### config.mk
export PLATFORM = sky130hd
export DESIGN_NAME = spi_cfg_slave
export DESIGN_NICKNAME = d
export VERILOG_FILES = /design/src/rtl/spi_cfg_pkg.sv /design/src/rtl/spi_pin_sync.sv /design/src/rtl/spi_frame_ctrl.sv /design/src/rtl/spi_reg_bank.sv /design/src/rtl/spi_cfg_slave.sv
export SDC_FILE = /design/constraint.sdc
export NUM_CORES = 1
export LEC_CHECK = 0
export CAP_MARGIN = 10
export CORE_UTILIZATION = 60
export DETAILED_ROUTE_END_ITERATION = 7
export PLACE_DENSITY = 0.77
export SYNTH_ARGS = -nofsm -noshare
export SYNTH_HDL_FRONTEND = slang
export SYNTH_HIERARCHICAL = 1
export SYNTH_SLANG_ARGS = --single-unit
### constraint.sdc
create_clock -name clk -period 4.68 [get_ports clk]
set_input_delay 1.17 -clock clk [delete_from_list [all_inputs] [get_ports clk]]
set_output_delay 1.17 -clock clk [all_outputs]
set_load 0.02 [all_outputs]
### src/rtl/spi_cfg_pkg.sv
package spi_cfg_pkg;

  typedef enum logic [1:0] {
    ST_INSTR = 2'd0,
    ST_DATA  = 2'd1,
    ST_DONE  = 2'd2
  } frame_st_e;

  // length code that keeps the frame open until chip select rises
  localparam logic [1:0] LEN_STREAM = 2'b11;

  // bit positions inside the control register (decoded by the register bank)
  localparam int CFG_ORDER_HI = 6;
  localparam int CFG_ORDER_LO = 1;
  localparam int CFG_SRST_HI  = 5;
  localparam int CFG_SRST_LO  = 2;

endpackage

### src/rtl/spi_pin_sync.sv
module spi_pin_sync #(
  parameter int STAGES = 2
) (
  input  logic clk,
  input  logic rst,
  input  logic sclk_in,
  input  logic csb_in,
  input  logic sdi_in,
  output logic sclk_rise,
  output logic cs_act,
  output logic sdi_s
);
  logic [STAGES-1:0] sclk_sr, csb_sr, sdi_sr;
  logic              sclk_last;

  always_ff @(posedge clk) begin
    if (rst) begin
      sclk_sr   <= '0;
      csb_sr    <= '1;
      sdi_sr    <= '0;
      sclk_last <= 1'b0;
    end else begin
      sclk_sr   <= {sclk_sr[STAGES-2:0], sclk_in};
      csb_sr    <= {csb_sr[STAGES-2:0], csb_in};
      sdi_sr    <= {sdi_sr[STAGES-2:0], sdi_in};
      sclk_last <= sclk_sr[STAGES-1];
    end
  end

  assign sclk_rise = sclk_sr[STAGES-1] & ~sclk_last;
  assign cs_act    = ~csb_sr[STAGES-1];
  assign sdi_s     = sdi_sr[STAGES-1];
endmodule

### src/rtl/spi_frame_ctrl.sv
module spi_frame_ctrl
  import spi_cfg_pkg::*;
#(
  parameter int ADDR_W = 13,
  parameter int DATA_W = 8
) (
  input  logic              clk,
  input  logic              rst,
  input  logic              sclk_rise,
  input  logic              cs_act,
  input  logic              sdi,
  input  logic              lsb_cfg,
  input  logic [DATA_W-1:0] rd_data,
  output logic [ADDR_W-1:0] rd_addr,
  output logic              wr_en,
  output logic [ADDR_W-1:0] wr_addr,
  output logic [DATA_W-1:0] wr_data,
  output logic              sdo,
  output logic              sdo_oe
);
  localparam int INSTR_W = ADDR_W + 3;
  localparam int CW      = $clog2(INSTR_W);

  frame_st_e         st_q;
  logic [CW-1:0]     cnt_q;
  logic [INSTR_W-1:0] sr_q, sr_nxt;
  logic              ord_q, ord, rd_q, stream_q;
  logic [1:0]        left_q;
  logic [ADDR_W-1:0] addr_q, addr_step, ins_addr;
  logic [DATA_W-1:0] tx_q, rx_byte;
  logic              ins_rd;
  logic [1:0]        ins_len;
  logic              last_ins, last_byte;

  // order is sampled from the control register when a frame begins
  assign ord       = (st_q == ST_INSTR && cnt_q == '0) ? lsb_cfg : ord_q;
  assign sr_nxt    = ord ? {sdi, sr_q[INSTR_W-1:1]} : {sr_q[INSTR_W-2:0], sdi};
  assign rx_byte   = ord ? sr_nxt[INSTR_W-1 -: DATA_W] : sr_nxt[DATA_W-1:0];
  assign ins_rd    = sr_nxt[INSTR_W-1];
  assign ins_len   = sr_nxt[INSTR_W-2 -: 2];
  assign ins_addr  = sr_nxt[ADDR_W-1:0];
  assign addr_step = ord_q ? addr_q + 1'b1 : addr_q - 1'b1;
  assign rd_addr   = (st_q == ST_INSTR) ? ins_addr : addr_step;
  assign last_ins  = (cnt_q == CW'(INSTR_W-1));
  assign last_byte = (cnt_q == CW'(DATA_W-1));

  always_ff @(posedge clk) begin
    if (rst) begin
      st_q     <= ST_INSTR;
      cnt_q    <= '0;
      sr_q     <= '0;
      ord_q    <= 1'b0;
      rd_q     <= 1'b0;
      stream_q <= 1'b0;
      left_q   <= '0;
      addr_q   <= '0;
      tx_q     <= '0;
      wr_en    <= 1'b0;
      wr_addr  <= '0;
      wr_data  <= '0;
      sdo      <= 1'b0;
      sdo_oe   <= 1'b0;
    end else begin
      wr_en <= 1'b0;
      if (st_q == ST_INSTR && cnt_q == '0) ord_q <= lsb_cfg;
      if (!cs_act) begin
        cnt_q <= '0;
        if (st_q == ST_DONE || (st_q == ST_DATA && stream_q)) st_q <= ST_INSTR;
      end else if (sclk_rise) begin
        sr_q  <= sr_nxt;
        cnt_q <= cnt_q + 1'b1;
        case (st_q)
          ST_INSTR: if (last_ins) begin
            st_q     <= ST_DATA;
            cnt_q    <= '0;
            rd_q     <= ins_rd;
            stream_q <= (ins_len == LEN_STREAM);
            left_q   <= ins_len;
            addr_q   <= ins_addr;
            tx_q     <= rd_data;
          end
          ST_DATA: if (last_byte) begin
            cnt_q <= '0;
            if (!rd_q) begin
              wr_en   <= 1'b1;
              wr_addr <= addr_q;
              wr_data <= rx_byte;
            end
            addr_q <= addr_step;
            tx_q   <= rd_data;
            if (!stream_q) begin
              if (left_q == 2'd0) st_q <= ST_DONE;
              else                left_q <= left_q - 2'd1;
            end
          end else begin
            tx_q <= ord_q ? (tx_q >> 1) : (tx_q << 1);
          end
          default: cnt_q <= '0;
        endcase
      end
      sdo    <= ord_q ? tx_q[0] : tx_q[DATA_W-1];
      sdo_oe <= cs_act && (st_q == ST_DATA) && rd_q;
    end
  end
endmodule

### src/rtl/spi_reg_bank.sv
module spi_reg_bank
  import spi_cfg_pkg::*;
#(
  parameter int          ADDR_W   = 13,
  parameter int          DATA_W   = 8,
  parameter int          GEN_BASE = 8,
  parameter int          NGEN     = 8,
  parameter int          CH_BASE  = 16,
  parameter int          NCHR     = 4,
  parameter logic [7:0]  CHIP_ID  = 8'h22
) (
  input  logic              clk,
  input  logic              rst,
  input  logic              wr_en,
  input  logic [ADDR_W-1:0] wr_addr,
  input  logic [DATA_W-1:0] wr_data,
  input  logic [ADDR_W-1:0] rd_addr,
  output logic [DATA_W-1:0] rd_data,
  output logic              lsb_first
);
  localparam logic [ADDR_W-1:0] A_CFG  = ADDR_W'(0);
  localparam logic [ADDR_W-1:0] A_ID   = ADDR_W'(1);
  localparam logic [ADDR_W-1:0] A_CHAN = ADDR_W'(5);
  localparam int NCH = 2;

  logic              cfg_wr, soft_rst;
  logic [1:0]        chan_q;
  logic [DATA_W-1:0] gen_rd [NGEN];
  logic [DATA_W-1:0] ch_rd  [NCH][NCHR];

  assign cfg_wr   = wr_en && (wr_addr == A_CFG);
  assign soft_rst = cfg_wr && (wr_data[CFG_SRST_HI] || wr_data[CFG_SRST_LO]);

  always_ff @(posedge clk) begin
    if (rst)         lsb_first <= 1'b0;
    else if (cfg_wr) lsb_first <= wr_data[CFG_ORDER_HI] || wr_data[CFG_ORDER_LO];
  end

  always_ff @(posedge clk) begin
    if (rst || soft_rst)                      chan_q <= '0;
    else if (wr_en && wr_addr == A_CHAN)      chan_q <= wr_data[1:0];
  end

  for (genvar g = 0; g < NGEN; g++) begin : g_gen
    localparam logic [ADDR_W-1:0] GA = ADDR_W'(GEN_BASE + g);
    localparam bit KEEP = (GA == ADDR_W'(9)) || (GA == ADDR_W'(10));
    logic [DATA_W-1:0] q;
    always_ff @(posedge clk) begin
      if (rst || (soft_rst && !KEEP))   q <= '0;
      else if (wr_en && wr_addr == GA)  q <= wr_data;
    end
    assign gen_rd[g] = q;
  end

  for (genvar c = 0; c < NCH; c++) begin : g_ch
    localparam logic [1:0] SEL = 2'(c + 1);
    logic ch_hit;
    assign ch_hit = (chan_q == 2'd0) || (chan_q == 2'd3) || (chan_q == SEL);
    for (genvar r = 0; r < NCHR; r++) begin : g_reg
      localparam logic [ADDR_W-1:0] CA = ADDR_W'(CH_BASE + r);
      logic [DATA_W-1:0] q;
      always_ff @(posedge clk) begin
        if (rst || soft_rst)                        q <= '0;
        else if (wr_en && ch_hit && wr_addr == CA)  q <= wr_data;
      end
      assign ch_rd[c][r] = q;
    end
  end

  always_comb begin
    rd_data = '0;
    if (rd_addr == A_CFG) begin
      rd_data[CFG_ORDER_HI] = lsb_first;
      rd_data[CFG_ORDER_LO] = lsb_first;
    end
    if (rd_addr == A_ID)   rd_data = CHIP_ID;
    if (rd_addr == A_CHAN) rd_data = {{(DATA_W-2){1'b0}}, chan_q};
    for (int i = 0; i < NGEN; i++)
      if (rd_addr == ADDR_W'(GEN_BASE + i)) rd_data = gen_rd[i];
    for (int r = 0; r < NCHR; r++)
      if (rd_addr == ADDR_W'(CH_BASE + r))
        rd_data = (chan_q == 2'd2) ? ch_rd[1][r] : ch_rd[0][r];
  end
endmodule

### src/rtl/spi_cfg_slave.sv
module spi_cfg_slave #(
  parameter int         ADDR_W   = 13,
  parameter int         DATA_W   = 8,
  parameter int         SYNC_STG = 2,
  parameter int         GEN_BASE = 8,
  parameter int         NGEN     = 8,
  parameter int         CH_BASE  = 16,
  parameter int         NCHR     = 4,
  parameter logic [7:0] CHIP_ID  = 8'h22
) (
  input  logic clk,
  input  logic rst,
  input  logic spi_sclk,
  input  logic spi_csb,
  input  logic spi_sdi,
  output logic spi_sdo,
  output logic spi_sdo_oe
);
  logic              sclk_rise, cs_act, sdi_s, lsb_first, wr_en;
  logic [ADDR_W-1:0] rd_addr, wr_addr;
  logic [DATA_W-1:0] rd_data, wr_data;

  spi_pin_sync #(.STAGES(SYNC_STG)) u_sync (
    .clk(clk), .rst(rst), .sclk_in(spi_sclk), .csb_in(spi_csb), .sdi_in(spi_sdi),
    .sclk_rise(sclk_rise), .cs_act(cs_act), .sdi_s(sdi_s)
  );

  spi_frame_ctrl #(.ADDR_W(ADDR_W), .DATA_W(DATA_W)) u_frame (
    .clk(clk), .rst(rst), .sclk_rise(sclk_rise), .cs_act(cs_act), .sdi(sdi_s),
    .lsb_cfg(lsb_first), .rd_data(rd_data), .rd_addr(rd_addr), .wr_en(wr_en),
    .wr_addr(wr_addr), .wr_data(wr_data), .sdo(spi_sdo), .sdo_oe(spi_sdo_oe)
  );

  spi_reg_bank #(
    .ADDR_W(ADDR_W), .DATA_W(DATA_W), .GEN_BASE(GEN_BASE), .NGEN(NGEN),
    .CH_BASE(CH_BASE), .NCHR(NCHR), .CHIP_ID(CHIP_ID)
  ) u_regs (
    .clk(clk), .rst(rst), .wr_en(wr_en), .wr_addr(wr_addr), .wr_data(wr_data),
    .rd_addr(rd_addr), .rd_data(rd_data), .lsb_first(lsb_first)
  );
endmodule

# Word level (Yosys, flattened, before mapping)
# Index checks and enable logic that the tools add are counted.
[classes] add_sub_neg=4 n_mux=49 reduce_logical=50 bitwise=7 eq_ne=44
[ops] operator="$eq A13 B4 Y1 const B" count=16
[ops] operator="$mux W8" count=20
[ops] operator="$eq A13 B5 Y1 const B" count=8
[ops] operator="$mux W13" count=4
[ops] operator="$eq A13 B3 Y1 const B" count=2
[ops] operator="$logic_not A13 Y1" count=2
[ops] operator="$pmux W13 S2" count=1
[ops] operator="$logic_and A1 B1 Y1" count=25
[ops] operator="$mux W2" count=11
[ops] operator="$mux W16" count=1
[ops] operator="$pmux W8 S2" count=1
[ops] operator="$mux W7" count=2
[ops] operator="$reduce_and A7 Y1" count=2
[ops] operator="$add A13 B1 Y13 const B" count=1
[ops] operator="$eq A13 B1 Y1 const B" count=1
[ops] operator="$sub A13 B1 Y13 const B" count=1
[ops] operator="$reduce_and A5 Y1" count=2
[ops] operator="$eq A2 B2 Y1 const B" count=4
[ops] operator="$mux W4" count=2
[ops] operator="$pmux W2 S2" count=2
[ops] operator="$pmux W4 S2" count=1
[ops] operator="$reduce_and A4 Y1" count=2
[ops] operator="$logic_or A1 B1 Y1" count=7
[ops] operator="$logic_not A2 Y1" count=3
[ops] operator="other kinds (18)" count=33
[totals] word_cells=190 out_inout_bits=2 register_bits=210

# Logic depth before layout (Yosys ltp)
[depth] ltp_word=23 ltp_mapped=17 depth_no_buf=15

# Hierarchy
# The synthesis kept the hierarchy.
[modules_own_cells] mod="spi_reg_bank" instances=1 area_per_inst_um2=6347.3 cells_each=727 seq_area_each_um2=2622.5
[modules_own_cells] mod="spi_frame_ctrl" instances=1 area_per_inst_um2=3973.8 cells_each=478 seq_area_each_um2=1441.4
[modules_own_cells] mod="spi_pin_sync" instances=1 area_per_inst_um2=193.9 cells_each=16 seq_area_each_um2=140.1

# Worst setup path before layout
# Ideal clock, no wire load.
[synth_timing] kind="flip-flop to flip-flop" startpoint="register u_frame.st_q[0]" endpoint="register u_frame.tx_q[0]" path_stages_with_launch=16 setup_slack_ns=1.096 setup_ns=0.091 t_arrival_ns=3.493 required_time_ns=4.589 synth_period_minus_slack_ns=3.584 path_cell_list="dfxtp_1 > buf_6 > nor4_4 > a21oi_1 > a31oi_4 > mux2i_1 > mux2i_1 > clkbuf_1 > clkbuf_1 > nor2b_1 > o211ai_1 > a221oi_1 > o32ai_1 > a21oi_1 > nand2_1 > a311oi_1"
[synth_between] elab_chain_cells=21
[synth_lines] item="start, declared" line="spi_frame_ctrl.sv:24" rtl="frame_st_e st_q;"
[synth_lines] item="start signal, assigned" line="spi_frame_ctrl.sv:49" rtl="st_q <= ST_INSTR;"
[synth_lines] item="start signal, assigned" line="spi_frame_ctrl.sv:68" rtl="if (st_q == ST_DONE || (st_q == ST_DATA && stream_q)) st_q <= ST_INSTR;"
[synth_lines] item="start signal, assigned" line="spi_frame_ctrl.sv:74" rtl="st_q <= ST_DATA;"
[synth_lines] item="$logic_not A2 Y1 *" line="spi_frame_ctrl.sv:36, spi_frame_ctrl.sv:43"
[synth_lines] item="$logic_and A1 B1 Y1" line="spi_frame_ctrl.sv:36" rtl="assign ord = (st_q == ST_INSTR && cnt_q == '0) ? lsb_cfg : ord_q;"
[synth_lines] item="$mux W1" line="spi_frame_ctrl.sv:36"
[synth_lines] item="$mux W16" line="spi_frame_ctrl.sv:37" rtl="assign sr_nxt = ord ? {sdi, sr_q[INSTR_W-1:1]} : {sr_q[INSTR_W-2:0], sdi};"
[synth_lines] item="$mux W13 *" line="spi_frame_ctrl.sv:43" rtl="assign rd_addr = (st_q == ST_INSTR) ? ins_addr : addr_step;"
[synth_lines] item="named net rd_addr[0]" line="spi_cfg_slave.sv:20" rtl="logic [ADDR_W-1:0] rd_addr, wr_addr;"
[synth_lines] item="$eq A13 B3 Y1" line="spi_reg_bank.sv:77" rtl="if (rd_addr == A_CHAN) rd_data = {{(DATA_W-2){1'b0}}, chan_q};"
[synth_lines] item="$mux W7" line="spi_reg_bank.sv:77"
[synth_lines] item="$mux W8 (8 in a row)" line="spi_reg_bank.sv:79" rtl="if (rd_addr == ADDR_W'(GEN_BASE + i)) rd_data = gen_rd[i];"
[synth_lines] item="$mux W8 (3 in a row)" line="spi_reg_bank.sv:81" rtl="if (rd_addr == ADDR_W'(CH_BASE + r))"
[synth_lines] item="$mux W8 *" line="spi_reg_bank.sv:81"
[synth_lines] item="named net rd_data[0]" line="spi_cfg_slave.sv:21" rtl="logic [DATA_W-1:0] rd_data, wr_data;"
[synth_lines] item="$mux W8 (on tied branches)" line="spi_frame_ctrl.sv:82, spi_frame_ctrl.sv:73"
[synth_lines] item="$pmux W8 S2 *" line="spi_frame_ctrl.sv:72" rtl="case (st_q)"
[synth_lines] item="end signal, assigned" line="spi_frame_ctrl.sv:80" rtl="tx_q <= rd_data;"
[synth_lines] item="end signal, assigned" line="spi_frame_ctrl.sv:90" rtl="tx_q <= rd_data;"
[synth_lines] item="end signal, assigned" line="spi_frame_ctrl.sv:96" rtl="tx_q <= ord_q ? (tx_q >> 1) : (tx_q << 1);"
[synth_lines] item="end, declared" line="spi_frame_ctrl.sv:30" rtl="logic [DATA_W-1:0] tx_q, rx_byte;"
# Mark *: on every way through the listed nets, which the timed path passes. The rest lies on a longest branch. The select of a mux whose other input is x is not followed.
# A chain may end at the register's enable or synchronous reset.

# Final worst setup path
[layout_timing] startpoint="register u_frame.st_q[0]" endpoint="register u_frame.tx_q[7]"
[layout_between] elab_chain_cells=20
[layout_lines] item="$logic_not A2 Y1 *" line="spi_frame_ctrl.sv:36, spi_frame_ctrl.sv:43"
[layout_lines] item="$logic_and A1 B1 Y1" line="spi_frame_ctrl.sv:36"
[layout_lines] item="$mux W1" line="spi_frame_ctrl.sv:36"
[layout_lines] item="$mux W16" line="spi_frame_ctrl.sv:37"
[layout_lines] item="$mux W13 *" line="spi_frame_ctrl.sv:43"
[layout_lines] item="named net rd_addr[2]" line="spi_cfg_slave.sv:20"
[layout_lines] item="$eq A13 B4 Y1" line="spi_reg_bank.sv:79"
[layout_lines] item="$mux W8 (8 in a row)" line="spi_reg_bank.sv:79"
[layout_lines] item="$mux W8 (3 in a row)" line="spi_reg_bank.sv:81"
[layout_lines] item="$mux W8 *" line="spi_reg_bank.sv:81"
[layout_lines] item="named net rd_data[7]" line="spi_cfg_slave.sv:21"
[layout_lines] item="$mux W8 (on tied branches)" line="spi_frame_ctrl.sv:82, spi_frame_ctrl.sv:73"
[layout_lines] item="$pmux W8 S2 *" line="spi_frame_ctrl.sv:72"
# Marked as above.

==> results.txt <==
Yosys cell types: 80
number of port buffers: 6
Setup violations, final: 0
Vias/cell: 6.249
Initial Util: 61.22%
Worst Path Max Fanout: 12
Async SR Flop Fraction: 0%
initial DRC count: 798
clock buffer depth: 3
RSZ-0062 raised after global routing: false
final hold violations: 0
Core Area: 17180 µm²
max_cap viols: 0
Seq/Total Area, Yosys: 39.98%
post-route cell area: 11400 µm²
Leakage: 4.079 nW
Detailed Route WL: 28590 µm
pin count of the biggest net entering global routing: 115
dominant synthesized flop cell: dfxtp_1
clock latency at the later pin of the worst-skew pair: 510 ps
drt first pass iters: 5
Final HPWL DP: 19630 µm
synthesized cell area: 10520 µm²
leading cell type in the layout, fill and taps excluded: dfxtp_1
reg2reg setup slack: 320 ps
maximum clock rate: 229.3 MHz
Clock Skews: 14.25 ps
gr usage total: 31.94%
worst slew pin tran: 1174 ps
layout cells sized above 1: 9.456%
chip height: 134.4 µm
crit path time final: 4360 ps
CTS Buf Count: 23
outcome: complete, no violations
Hold Crit Class: reg2reg
first-pass GRT wire length: 45240 µm
Synth Area per Inst: 8.612 µm²
YS warnings: 6
drt wl/cell: 20.14 µm
syn nets: 1241
final worst path period share: 93.17%
clock-pin slew on the worst setup and hold paths: 60 ps
Clock Sinks: 210
Setup TNS: 0 ps
GP Congestion: 1.022
Congestion Overflow GR: 0
Post-CTS Hold Buffers: 0
Root Driver: clkbuf_16
CTS H-tree lvls: 1
commonest cells after routing, fill and taps aside: 210 x dfxtp_1, 172 x nand2_1, 135 x mux2i_1, 134 x nor2_1, 106 x a21oi_1
vias in the first global route: 8296
FF/Latch Area: 4204 µm²
CP Launch Type: register
register bit total from synthesis: 210
number of setup buffers added after CTS: 0
CTS tree: yes
Slew HR: 21.72%
detailed-route DRC error count: 0
Fill cells: 1441
Die W: 134.4 µm
Req. time, crit path: 5100 ps
Layout area overhead: 8.448%
nets@finish: 1198
CP Data Arrival Time: 4780 ps
initial antenna violation count: 0
final core utilization: 66.39%
Post-synth EDFFs: 0
ant diodes: 0
PD cells: 317.3 nW/µm²
Post-Syn Instances: 1221
CP endpoint kind: register
Area after DPL: 10670 µm²
via count: 8874
Crit Path Class: reg2reg
IO Pins: 7
Cell Rows: 48
worst vdd ir: 377.7 µV
area of the multi-input gates: 5899 µm²
ANT nets after route: 0
Slew Viols, Final: 0
die area: 18060 µm²
worst paths after layout:
kind	depth (start not counted)	start	endpoint
max	12	u_frame/st_q[0]$_SDFFE_PP0P_	u_frame/tx_q[7]$_SDFFE_PP0P_
min	1	u_sync/csb_sr[0]$_SDFF_PP1_	u_sync/csb_sr[1]$_SDFF_PP1_
max reg2reg	12	u_frame/st_q[0]$_SDFFE_PP0P_	u_frame/tx_q[7]$_SDFFE_PP0P_
min reg2reg	1	u_sync/csb_sr[0]$_SDFF_PP1_	u_sync/csb_sr[1]$_SDFF_PP1_
critical path, cell delays in order, from the launching register on:
cell and delay (ps):
dfxtp_1 440, nor4_4 390, a21oi_1 160, a31oi_4 540
mux2i_1 230, a21oi_1 830, inv_1 280, and3_1 420
o21ai_0 140, o21ai_0 190, o32ai_1 320, nand2_1 80
a311oi_1 250
cell usage after synthesis, drive strengths merged (6+ instances only):
| cell | count | area, µm² |
|---|---|---|
| nand2b | 13 | 81.33 |
| o22ai | 7 | 43.79 |
| and3 | 9 | 56.30 |
| nor2b | 13 | 81.33 |
| o21ai | 40 | 200.2 |
| clkbuf | 68 | 256.5 |
| a21oi | 106 | 530.5 |
| nand3 | 35 | 175.2 |
| o211ai | 9 | 67.56 |
| nor2 | 143 | 556.8 |
| nor4 | 9 | 86.33 |
| a221oi | 6 | 52.55 |
| ha | 14 | 175.2 |
| dfxtp | 210 | 4204 |
| mux4 | 12 | 270.3 |
| mux2i | 136 | 1361 |
| nor3 | 21 | 138.9 |
| or3 | 8 | 53.80 |
| a21o | 9 | 67.56 |
| inv | 15 | 56.30 |
| nand2 | 172 | 645.6 |
| buf | 26 | 141.4 |
| xnor2 | 7 | 61.31 |
| mux2 | 7 | 78.83 |
| xor2 | 6 | 52.55 |
| a211oi | 31 | 232.7 |
state kept, by name (all words and copies together), names as in the netlist, 2 cells and up:
name             cells
u_sync/sdi_sr        2
u_frame/st_q         2
u_frame/left_q       2
u_sync/csb_sr        2
u_regs/chan_q        2
u_frame/addr_q      13
u_frame/tx_q         8
u_sync/sclk_sr       2
u_frame/wr_addr     13
u_regs/g_ch.g.q     64
u_frame/cnt_q        4
u_frame/sr_q        16
u_regs/g_gen.q      64
u_frame/wr_data      8
layout make-up:
cell class | instances | area share (%)
clock buffers | 29 | 5.508
clock inverters | 13 | 0.8558
inverters | 16 | 0.5267
multi-input cells | 901 | 51.73
flip-flops and latches | 210 | 36.87
well taps | 225 | 2.469
repair buffers | 26 | 2.041
power by group:
group	switching, mW	internal, mW
Combinational	0.0640	0.0256
Sequential	0.00293	1.79
Clock	0.725	1.01
per-layer routing:
metal / vias up / GRT usage, % / part of all wire [%]
met3: 69 / 5.556 / 5.9
met4: 0 / 12.67 / 3.8
met2: 317 / 50.49 / 46
met1: 4229 / 43.35 / 45
li1: 4259 / - / -
met5: - / 0 / 0
timing repair:
action / in CTS / in global routing
gates resized for setup: 0 / 1
setup endpoints to repair: 0 / 2
hold endpoints to repair: 0 / 0
cell families after synthesis:
kind of cell    synth area share, %
flops                         39.98
simple gates                  20.49
buf+inv                       4.355
fa+ha+maj                     1.856
compound gates                15.97
xor+xnor                      1.083
mux                           16.27
stage by stage:
step	hold slack, ps	std cells	worst slack (ps)	total power, mW
2_1_floorplan	383.2	1221	1096	1.896
3_3_place_gp	410.2	1378	517.2	1.923
3_5_place_dp	410.1	1378	414.5	1.922
4_1_cts	442.4	1420	338.7	3.643
5_1_grt	446.3	1420	24.27	3.736
6_report	437.2	1420	319.7	3.618
(Power assumes the default switching activity.)
